File: src/rtl/frm_pkg.sv
package frm_pkg;
  localparam int SH_W = 32;
  localparam int BYTE_W = 8;
  localparam int CRC_W = 16;
  localparam int PID_W = 8;
  localparam logic [SH_W-1:0]  SYNC_WORD = 32'hAAAA_5555;
  localparam logic [CRC_W-1:0] CRC_POLY  = 16'h1021;
  localparam logic [CRC_W-1:0] CRC_SEED  = 16'hFFFF;
  localparam logic [3:0]       TYPE_SOF  = 4'h1;
  localparam logic [3:0]       TYPE_DAT  = 4'h2;

  typedef enum logic [3:0] {
    ST_IDLE, ST_SYNC, ST_SOF_PID, ST_ADDR, ST_LEN,
    ST_SOF_CRC, ST_DAT_PID, ST_PAYLOAD, ST_DAT_CRC
  } fld_e;

  function automatic logic [PID_W-1:0] make_pid(input logic [3:0] kind);
    return {kind, ~kind};
  endfunction

  function automatic logic [CRC_W-1:0] crc_step(input logic [CRC_W-1:0] c,
                                                input logic b);
    logic fb;
    fb = c[CRC_W-1] ^ b;
    return {c[CRC_W-2:0], 1'b0} ^ (fb ? CRC_POLY : '0);
  endfunction
endpackage

File: src/rtl/frm_crc16.sv
module frm_crc16
  import frm_pkg::*;
(
  input  logic             clk,
  input  logic             rst_n,
  input  logic             clear_i,
  input  logic             en_i,
  input  logic             bit_i,
  output logic [CRC_W-1:0] crc_o,
  output logic [CRC_W-1:0] crc_next_o
);
  logic [CRC_W-1:0] crc_q;

  assign crc_o      = crc_q;
  assign crc_next_o = en_i ? crc_step(crc_q, bit_i) : crc_q;

  always_ff @(posedge clk or negedge rst_n) begin
    if (!rst_n)       crc_q <= CRC_SEED;
    else if (clear_i) crc_q <= CRC_SEED;
    else              crc_q <= crc_next_o;
  end
endmodule

File: src/rtl/frm_shifter.sv
module frm_shifter
  import frm_pkg::*;
(
  input  logic            clk,
  input  logic            rst_n,
  input  logic            load_i,
  input  logic [SH_W-1:0] val_i,
  input  logic            shift_en_i,
  output logic            ser_o
);
  logic [SH_W-1:0] sh_q;

  assign ser_o = sh_q[SH_W-1];

  always_ff @(posedge clk or negedge rst_n) begin
    if (!rst_n)          sh_q <= '0;
    else if (load_i)     sh_q <= val_i;
    else if (shift_en_i) sh_q <= {sh_q[SH_W-2:0], 1'b0};
  end

  // the line idles low whenever nothing is being loaded or shifted
  a_r1_idle_low: assert property (@(posedge clk) disable iff (!rst_n)
    (!shift_en_i && !load_i) |-> !ser_o);
endmodule

File: src/rtl/frm_fsm.sv
module frm_fsm
  import frm_pkg::*;
#(
  parameter int ADDR_W = 32,
  parameter int LEN_W  = 16
) (
  input  logic              clk,
  input  logic              rst_n,
  input  logic              sel_i,
  input  logic [ADDR_W-1:0] addr_i,
  input  logic [LEN_W-1:0]  len_i,
  input  logic [BYTE_W-1:0] rd_data_i,
  input  logic [CRC_W-1:0]  crc_next_i,
  output logic [LEN_W-1:0]  rd_addr_o,
  output logic              load_o,
  output logic [SH_W-1:0]   load_val_o,
  output logic              crc_clear_o,
  output logic              hash_en_o,
  output logic              busy_o,
  output fld_e              state_o
);
  localparam int CW = $clog2(SH_W);

  fld_e              st_q, st_d;
  logic [CW-1:0]     cnt_q, cnt_d;
  logic [ADDR_W-1:0] addr_q;
  logic [LEN_W-1:0]  len_q, idx_q, idx_d;
  logic              start_evt, field_last;

  assign start_evt  = (st_q == ST_IDLE) && sel_i;
  assign field_last = (st_q != ST_IDLE) && (cnt_q == '0);
  assign busy_o     = (st_q != ST_IDLE);
  assign hash_en_o  = (st_q == ST_ADDR) || (st_q == ST_LEN) || (st_q == ST_PAYLOAD);
  assign rd_addr_o  = idx_q;
  assign state_o    = st_q;

  always_comb begin
    st_d        = st_q;
    cnt_d       = cnt_q;
    idx_d       = idx_q;
    load_o      = 1'b0;
    load_val_o  = '0;
    crc_clear_o = 1'b0;
    if (start_evt) begin
      st_d = ST_SYNC; cnt_d = CW'(SH_W-1); idx_d = '0;
      load_o = 1'b1; load_val_o = SYNC_WORD;
    end else if (field_last) begin
      load_o = 1'b1;
      case (st_q)
        ST_SYNC: begin
          st_d = ST_SOF_PID; cnt_d = CW'(PID_W-1); crc_clear_o = 1'b1;
          load_val_o = {make_pid(TYPE_SOF), {(SH_W-PID_W){1'b0}}};
        end
        ST_SOF_PID: begin
          st_d = ST_ADDR; cnt_d = CW'(ADDR_W-1);
          load_val_o = SH_W'(addr_q) << (SH_W-ADDR_W);
        end
        ST_ADDR: begin
          st_d = ST_LEN; cnt_d = CW'(LEN_W-1);
          load_val_o = SH_W'(len_q) << (SH_W-LEN_W);
        end
        ST_LEN: begin
          st_d = ST_SOF_CRC; cnt_d = CW'(CRC_W-1);
          load_val_o = {crc_next_i, {(SH_W-CRC_W){1'b0}}};
        end
        ST_SOF_CRC: begin
          st_d = ST_DAT_PID; cnt_d = CW'(PID_W-1); crc_clear_o = 1'b1;
          load_val_o = {make_pid(TYPE_DAT), {(SH_W-PID_W){1'b0}}};
        end
        ST_DAT_PID, ST_PAYLOAD: begin
          if (idx_q != len_q) begin
            st_d = ST_PAYLOAD; cnt_d = CW'(BYTE_W-1); idx_d = idx_q + 1'b1;
            load_val_o = {rd_data_i, {(SH_W-BYTE_W){1'b0}}};
          end else begin
            st_d = ST_DAT_CRC; cnt_d = CW'(CRC_W-1);
            load_val_o = {crc_next_i, {(SH_W-CRC_W){1'b0}}};
          end
        end
        default: begin
          st_d = ST_IDLE; load_o = 1'b0;
        end
      endcase
    end else if (st_q != ST_IDLE) begin
      cnt_d = cnt_q - 1'b1;
    end
  end

  always_ff @(posedge clk or negedge rst_n) begin
    if (!rst_n) begin
      st_q <= ST_IDLE; cnt_q <= '0; idx_q <= '0; addr_q <= '0; len_q <= '0;
    end else begin
      st_q <= st_d; cnt_q <= cnt_d; idx_q <= idx_d;
      if (start_evt) begin
        addr_q <= addr_i;
        len_q  <= len_i;
      end
    end
  end

  a_r2_start: assert property (@(posedge clk) disable iff (!rst_n)
    start_evt |=> (st_q == ST_SYNC));
  a_r3_pid_check: assert property (@(posedge clk) disable iff (!rst_n)
    crc_clear_o |-> ((load_val_o[SH_W-1 -: 4] ^ load_val_o[SH_W-5 -: 4]) == 4'hF));
  a_r6_idx_bound: assert property (@(posedge clk) disable iff (!rst_n)
    busy_o |-> (idx_q <= len_q));
  a_r8_zero_skip: assert property (@(posedge clk) disable iff (!rst_n)
    (st_q == ST_DAT_PID && field_last && len_q == '0) |=> (st_q == ST_DAT_CRC));
  a_r9_end: assert property (@(posedge clk) disable iff (!rst_n)
    (st_q == ST_DAT_CRC && field_last) |=> !busy_o);
  a_r10_cfg_hold: assert property (@(posedge clk) disable iff (!rst_n)
    busy_o |=> ($stable(addr_q) && $stable(len_q)));
endmodule

File: src/rtl/frame_serializer.sv
module frame_serializer
  import frm_pkg::*;
#(
  parameter int ADDR_W = 32,
  parameter int LEN_W  = 16
) (
  input  logic              clk,
  input  logic              rst_n,
  input  logic              sel_i,
  input  logic [ADDR_W-1:0] addr_i,
  input  logic [LEN_W-1:0]  len_i,
  output logic [LEN_W-1:0]  rd_addr_o,
  input  logic [BYTE_W-1:0] rd_data_i,
  output logic              ser_o,
  output logic              ser_valid_o,
  output logic              busy_o
);
  logic             load, crc_clear, hash_en, busy;
  logic [SH_W-1:0]  load_val;
  logic [CRC_W-1:0] crc_cur, crc_next;
  fld_e             state;

  frm_fsm #(.ADDR_W(ADDR_W), .LEN_W(LEN_W)) u_fsm (
    .clk(clk), .rst_n(rst_n), .sel_i(sel_i), .addr_i(addr_i), .len_i(len_i),
    .rd_data_i(rd_data_i), .crc_next_i(crc_next), .rd_addr_o(rd_addr_o),
    .load_o(load), .load_val_o(load_val), .crc_clear_o(crc_clear),
    .hash_en_o(hash_en), .busy_o(busy), .state_o(state)
  );

  frm_shifter u_shift (
    .clk(clk), .rst_n(rst_n), .load_i(load), .val_i(load_val),
    .shift_en_i(busy), .ser_o(ser_o)
  );

  frm_crc16 u_crc (
    .clk(clk), .rst_n(rst_n), .clear_i(crc_clear), .en_i(hash_en),
    .bit_i(ser_o), .crc_o(crc_cur), .crc_next_o(crc_next)
  );

  assign busy_o      = busy;
  assign ser_valid_o = busy;

  // each packet's CRC starts from the seed while its identifier goes out
  a_r5_seed_at_pid: assert property (@(posedge clk) disable iff (!rst_n)
    (state == ST_SOF_PID || state == ST_DAT_PID) |-> (crc_cur == CRC_SEED));
  // no hashing while a CRC field is on the line
  a_r7_crc_frozen: assert property (@(posedge clk) disable iff (!rst_n)
    (state == ST_DAT_CRC || state == ST_SOF_CRC) |-> !hash_en);
endmodule

File: config.mk
export PLATFORM = sky130hd
export DESIGN_NAME = frame_serializer
export DESIGN_NICKNAME = d
export VERILOG_FILES = /design/src/rtl/frm_pkg.sv /design/src/rtl/frm_crc16.sv /design/src/rtl/frm_shifter.sv /design/src/rtl/frm_fsm.sv /design/src/rtl/frame_serializer.sv
export SDC_FILE = /design/constraint.sdc
export NUM_CORES = 1
export LEC_CHECK = 0
export BUFFER_PORTS_ARGS = -buffer_cell sky130_fd_sc_hd__buf_2
export CAP_MARGIN = 10
export CORE_MARGIN = 2
export CORE_UTILIZATION = 30
export CTS_BUF_LIST = sky130_fd_sc_hd__clkbuf_16
export DETAILED_ROUTE_END_ITERATION = 10
export MAX_ROUTING_LAYER = met4
export PLACE_DENSITY = 0.51
export SLEW_MARGIN = 20
export SYNTH_ARGS = -nofsm -noshare
export SYNTH_HDL_FRONTEND = slang
export SYNTH_SLANG_ARGS = --single-unit
export TNS_END_PERCENT = 30
File: constraint.sdc
create_clock -name clk -period 3 [get_ports clk]
set_clock_uncertainty 0.1 [all_clocks]
set_input_delay 0.6 -clock clk [delete_from_list [all_inputs] [get_ports clk]]
set_output_delay 0.6 -clock clk [all_outputs]
set_load 0.02 [all_outputs]
==> impl_metrics.csv, run 1 <==
group,metric,value,unit
run_status,status,"finished, final reports clean",
clock_tree,clock_path_buffers,2,
worst_setup_path,path_class,"reg -> reg",
yosys,ys_seq_area_frac,0.466,
sta,slew_viol_final,0,
clock_tree,numCtsBuffers,17,
global_routing,track_usage,0.187,
place,place_inst,1070,
route,wl_per_cell,18.1,um
clock_tree,htree_levels,4,
power_and_ir_drop,powerDensity,870,nW/um^2
worst_setup_path,crit_path_max_fanout,12,
cells_and_area,insertedDiodeCount,0,
yosys,synthSimpleGateAreaFrac,0.253,
yosys,synth_cell_types,68,
yosys,ys_top_cells_by_count,"nand2_1, dfrtp_1, clkbuf_1",
place,numPortBuffers,77,
sta,finalHoldViolCount,0,
yosys,synthFlopType,"dfrtp_1",
yosys,yosys.area.top_type,"dfrtp_1",
cells_and_area,multi_input_comb_area,3230,um^2
yosys,ys_warn_count,0,
yosys,synth_area,6550,um^2
sta,tightest_slew,745,ps
yosys,synth.area.mux_share,0.0335,
cells_and_area,n_fill_cell,2228,
power_and_ir_drop,p_leak,0.00374,uW
cells_and_area,final-seq-area,3050,um^2
worst_setup_path,cp-end-kind,"register",
yosys,synth_top_area_share,0.401,
floorplanning,io_pins,78,
flow_run,cap_viol_max_count,0,
yosys,ys_ff_latch,121,
route,dr.first_iter.drc_count,338,
cells_and_area,instances_no_fill,1102,
hold_path,hold_path.class,"in -> async",
cells_and_area,syn_to_final_growth,21.8,%
sta,finalSetupViolations,0,
place,place.detailed.hpwl,14100,um
floorplanning,die_w,152,um
global_routing,grt_max_degree,54,
yosys,synth_compound_area_frac,0.174,
route,ant_nets,0,
clock_tree,postCtsHoldBufs,0,
clock_tree,insertion_delay,420,ps
global_routing,antenna_found_initial,0,
yosys,synth.avg_cell_area,8.94,um^2
clock_tree,cts_setup_buffers,0,
yosys,synth_xor_area_frac,0.0268,
yosys,async_flop_share,1.00,
sta,setup_tns,0,ps
clock_tree,postCtsResizedCells,0,
power_and_ir_drop,ir_worst_vdd,0.446,mV
floorplanning,rows,54,
route,drt_first_pass_iters,7,
sta,fmaxAchievable,368,MHz
global_routing,grt_pass1_wl,32000,um
sta,relSlewSlack,0.502,
yosys,syn_nets,793,
route,routed_wl,20000,um
sta,worst_slack,282,ps
yosys,syn_inst,732,
clock_tree,clkSinkCount,121,
worst_setup_path,cp.required,3200,ps
global_routing,grt_pass1_vias,5515,
yosys,synth.most_common_cell,"nand2_1",
clock_tree,cts_root_buffer,"clkbuf_16",
route,drc,0,
place,place_ws,306,ps
floorplanning,die_h,152,um
yosys,synth_area_leaders,"dfrtp_1, nand2_1, dfstp_2",
place,place_congestion,0.875,
sta,hold_slack,47.4,ps
cells_and_area,nNetsFinal,870,
yosys,synth_edf_count,0,
yosys,synthAdderAreaFrac,0.00382,
clock_tree,clk_pin_slew,60,ps
cells_and_area,drive_gt1_frac,0.221,
worst_setup_path,arrival,2920,ps
floorplanning,core-area,21600,um^2
route,route.vias.total,5710,
yosys,synth_top_family_by_area,"simple AND/OR/NAND/NOR gates",
floorplanning,die-area,23000,um^2
global_routing,grt_overflow,0,
worst_setup_path,startpoint_type,"register",
sta,fin_crit_sh,0.906,
floorplanning,start_util,0.303,
sta,rsz0062_at_grt,"false",
sta,min_period,2720,ps
clock_tree,cts_tree,"done",
route,viasPerCell,5.18,
worst max-delay path, cell delays in order (launching register included):
cell	delay [ps]
dfrtp_1	400
inv_1	70
ha_1	220
or4b_4	620
or3_1	570
a221oi_2	250
a211oi_1	80
a211o_1	290
flip-flops by register name, indices dropped and copies added (netlist names):
register and flops:
u_crc.crc_o 16, u_fsm.state_o 4, u_fsm.rd_addr_o 16, u_fsm.addr_q 32, u_fsm.cnt_q 5, u_fsm.len_q 16
u_shift.sh_q 32
final timing paths:
path | from | endpoint | slack [ps] | cells after the start
min in group clk | addr_i[29] | u_fsm.addr_q[29] | 270 | 3
worst min register to register | u_fsm.addr_q[11] | u_fsm.addr_q[11] | 370 | 2
worst max-delay path | u_fsm.cnt_q[0] | u_shift.sh_q[21] | 280 | 7
max in group asynchronous | rst_n | u_shift.sh_q[1] | 1970 | 2
worst min-delay path | rst_n | u_fsm.addr_q[6] | 50 | 1
worst max register to register | u_fsm.cnt_q[0] | u_shift.sh_q[21] | 280 | 7
per-stage QoR:
step	total power, uW	utilization	instance area [um^2]
final	6930	0.369	7970
after global routing	7370	0.369	7970
after CTS	6970	0.369	7970
after detailed placement	4810	0.340	7360
after global placement	4770	0.340	7360
after floorplan	4110	-	6550
logic make-up (layout without fill, tap and decap cells):
| logic type | Yosys count | count (layout) |
|---|---|---|
| DFF | 121 | 121 |
| buffers and inverters | 64 | 154 |
| xor gates and xnor gates | 20 | 20 |
| adders and majority gates | 2 | 2 |
| AOI/OAI and AO/OA | 163 | 163 |
| and+or+nand+nor | 341 | 341 |
| muxes | 21 | 21 |
cell usage in the layout, fill, tap and decap left out, types with 14 or more instances in the layout:
master and n:
a21oi_1 35, and3_1 14, buf_2 76, buf_4 34, clkbuf_16 17, dfrtp_1 105
dfstp_2 16, mux2i_1 14, nand2_1 202, nand2b_1 16, nor2_1 30, o21ai_0 29
xor2_1 16
layer usage:
metal / track usage / up-vias / part of all wire
met5: - / - / 0
met4: 0.0546 / 0 / 0.016
met3: 0.0353 / 19 / 0.044
met2: 0.267 / 146 / 0.44
met1: 0.271 / 2760 / 0.50
li1: - / 2785 / -
area by class of cell:
cell class / count / share of cell area
Clock buffer: 17 / 0.0534
Clock inverter: 15 / 0.0232
Sequential cell: 121 / 0.382
Tap cell: 280 / 0.0440
Inverter: 9 / 0.00424
Multi-Input combinational cell: 547 / 0.405
Timing Repair Buffer: 113 / 0.0873
power breakdown:
| part | switching (uW) | total [uW] | internal (uW) |
|---|---|---|---|
| clock | 752 | 2130 | 1370 |
| combinational | 1010 | 1850 | 840 |
| sequential | 613 | 2950 | 2340 |
(Power assumes the default switching activity.)
==> run 2, diff against run 1 <==
Settings changed: CTS_BUF_LIST sky130_fd_sc_hd__clkbuf_16 to sky130_fd_sc_hd__clkbuf_4 sky130_fd_sc_hd__clkbuf_8.
==> impl_metrics.csv, run 2 (synthesis results as in run 1) <==
group,metric,value,unit
global_routing,grt_pass1_wl,32000,um
worst_setup_path,startpoint_type,"register",
power_and_ir_drop,p_leak,0.00366,uW
worst_setup_path,crit_path_max_fanout,12,
clock_tree,cts_tree,"done",
route,dr_wl_met3,1010,um
global_routing,grt_max_degree,54,
place,place_congestion,0.875,
cells_and_area,drive_gt1_frac,0.226,
sta,setup_tns,0,ps
global_routing,grt_overflow,0,
worst_setup_path,cp.required,3240,ps
route,wl_met1,10000,um
place,place_ws,306,ps
clock_tree,cts_setup_buffers,0,
route,drt_first_pass_iters,6,
sta,finalSetupViolations,0,
floorplanning,core-area,21600,um^2
sta,fin_crit_sh,0.904,
floorplanning,die_w,152,um
worst_setup_path,arrival,2950,ps
run_status,status,"finished, final reports clean",
floorplanning,start_util,0.303,
floorplanning,die_h,152,um
sta,min_period,2710,ps
clock_tree,htree_levels,4,
floorplanning,io_pins,78,
clock_tree,numCtsBuffers,17,
route,wl_per_cell,18.1,um
sta,slew_viol_final,0,
clock_tree,postCtsHoldBufs,0,
cells_and_area,mostFrequentLayoutCells,"nand2_1, dfrtp_1, buf_2",
place,place_inst,1070,
route,ant_nets,0,
clock_tree,cts_root_buffer,"clkbuf_8",
sta,tightest_slew,780,ps
place,place.detailed.hpwl,14100,um
route,wl_met2,8650,um
cells_and_area,fin_area,7800,um^2
worst_setup_path,cp_slowest_cell,"or4b_4",
clock_tree,postCtsResizedCells,0,
clock_tree,clk_pin_slew,80,ps
clock_tree,clock_path_buffers,2,
power_and_ir_drop,powerDensity,827,nW/um^2
route,dr.first_iter.drc_count,392,
floorplanning,die-area,23000,um^2
cells_and_area,insertedDiodeCount,0,
worst_setup_path,slowest_delay,620,ps
sta,relSlewSlack,0.478,
clock_tree,insertion_delay,450,ps
global_routing,antenna_found_initial,0,
global_routing,track_usage,0.187,
sta,fmaxAchievable,369,MHz
place,post_dp_cell_area,7360,um^2
flow_run,cap_viol_max_count,0,
route,route.vias.total,5722,
worst_setup_path,cp_cell_sequence,"inv_1 > ha_1 > or4b_4 > or3_1 > a221oi_2 > a211oi_1 > a211o_1",
route,viasPerCell,5.19,
sta,rsz0062_at_grt,"false",
worst_setup_path,cp-end-kind,"register",
cells_and_area,instances_no_fill,1102,
sta,worst_slack,289,ps
sta,finalHoldViolCount,0,
route,routed_wl,20000,um
cells_and_area,n_fill_cell,2254,
cells_and_area,nNetsFinal,870,
power_and_ir_drop,p_total,6460,uW
route,top_layer,"met4",
place,numPortBuffers,77,
cells_and_area,syn_to_final_growth,19.3,%
cells_and_area,final_common_cell,"nand2_1",
power_and_ir_drop,ir_worst_vdd,0.320,mV
route,drc,0,
cells_and_area,top_regs,"u_fsm.addr_q x32, u_shift.sh_q x32",
floorplanning,rows,54,
global_routing,grt_pass1_vias,5514,
clock_tree,clkSinkCount,121,
worst_setup_path,path_class,"reg -> reg",
hold_path,hold_path.class,"in -> async",
## run 2: cell count changes in the layout (fill, tap and decap cells not counted)
cell,previous run,this run
clkbuf_8,0,19
inv_1,10,8
clkinv_1,2,0
clkbuf_16,17,0
clkbuf_4,0,2
## run 2: final cells by class
class                   instances  area [um^2]  share of cell area
well taps                     280          350              0.0449
clock buffers                  21          277              0.0354
repair buffers                113          696              0.0891
multi-input cells             547         3230               0.414
clock inverters                11          170              0.0218
flip-flops and latches        121         3050               0.391
inverters                       9         33.8             0.00433
## run 2: power breakdown
group / switching [uW] / leakage, uW / total [uW] / internal (uW)
combinational: 1010 / 0.00193 / 1850 / 840
clock: 693 / 0.000219 / 1660 / 967
sequential: 609 / 0.00152 / 2940 / 2340
total: 2320 / 0.00366 / 6460 / 4140
## run 2: stage by stage
stage	utilization	hold WS, ps
CTS	0.361	12.1
floorplan	-	204
detailed placement	0.340	360
global placement	0.340	358
global route	0.361	28.1
finish	0.361	9.50
## run 2: worst paths after layout
kind,slack [ps],startpoint,cells past startpoint,end
worst max-delay path,290,u_fsm.cnt_q[0],7,u_shift.sh_q[21]
worst min-delay path,9,rst_n,1,u_fsm.addr_q[6]
worst max register to register,290,u_fsm.cnt_q[0],7,u_shift.sh_q[21]
worst min register to register,370,u_fsm.addr_q[11],2,u_fsm.addr_q[11]
max in group asynchronous,2000,rst_n,2,u_shift.sh_q[0]
min in group clk,230,addr_i[29],3,u_fsm.addr_q[29]
## run 2: critical path: cells and delay by family, from the launching register on
family | cells | cell delay (ps)
compound gates | 3 | 630
fa+ha+maj | 1 | 210
buf+inv | 1 | 70
flops | 1 | 410
simple gates | 2 | 1190
## run 2: layer usage
| metal | track usage | vias to the layer above |
|---|---|---|
| met5 | - | - |
| met2 | 0.267 | 185 |
| met4 | 0.0412 | 0 |
| met3 | 0.0404 | 20 |
| li1 | - | 2768 |
| met1 | 0.271 | 2749 |
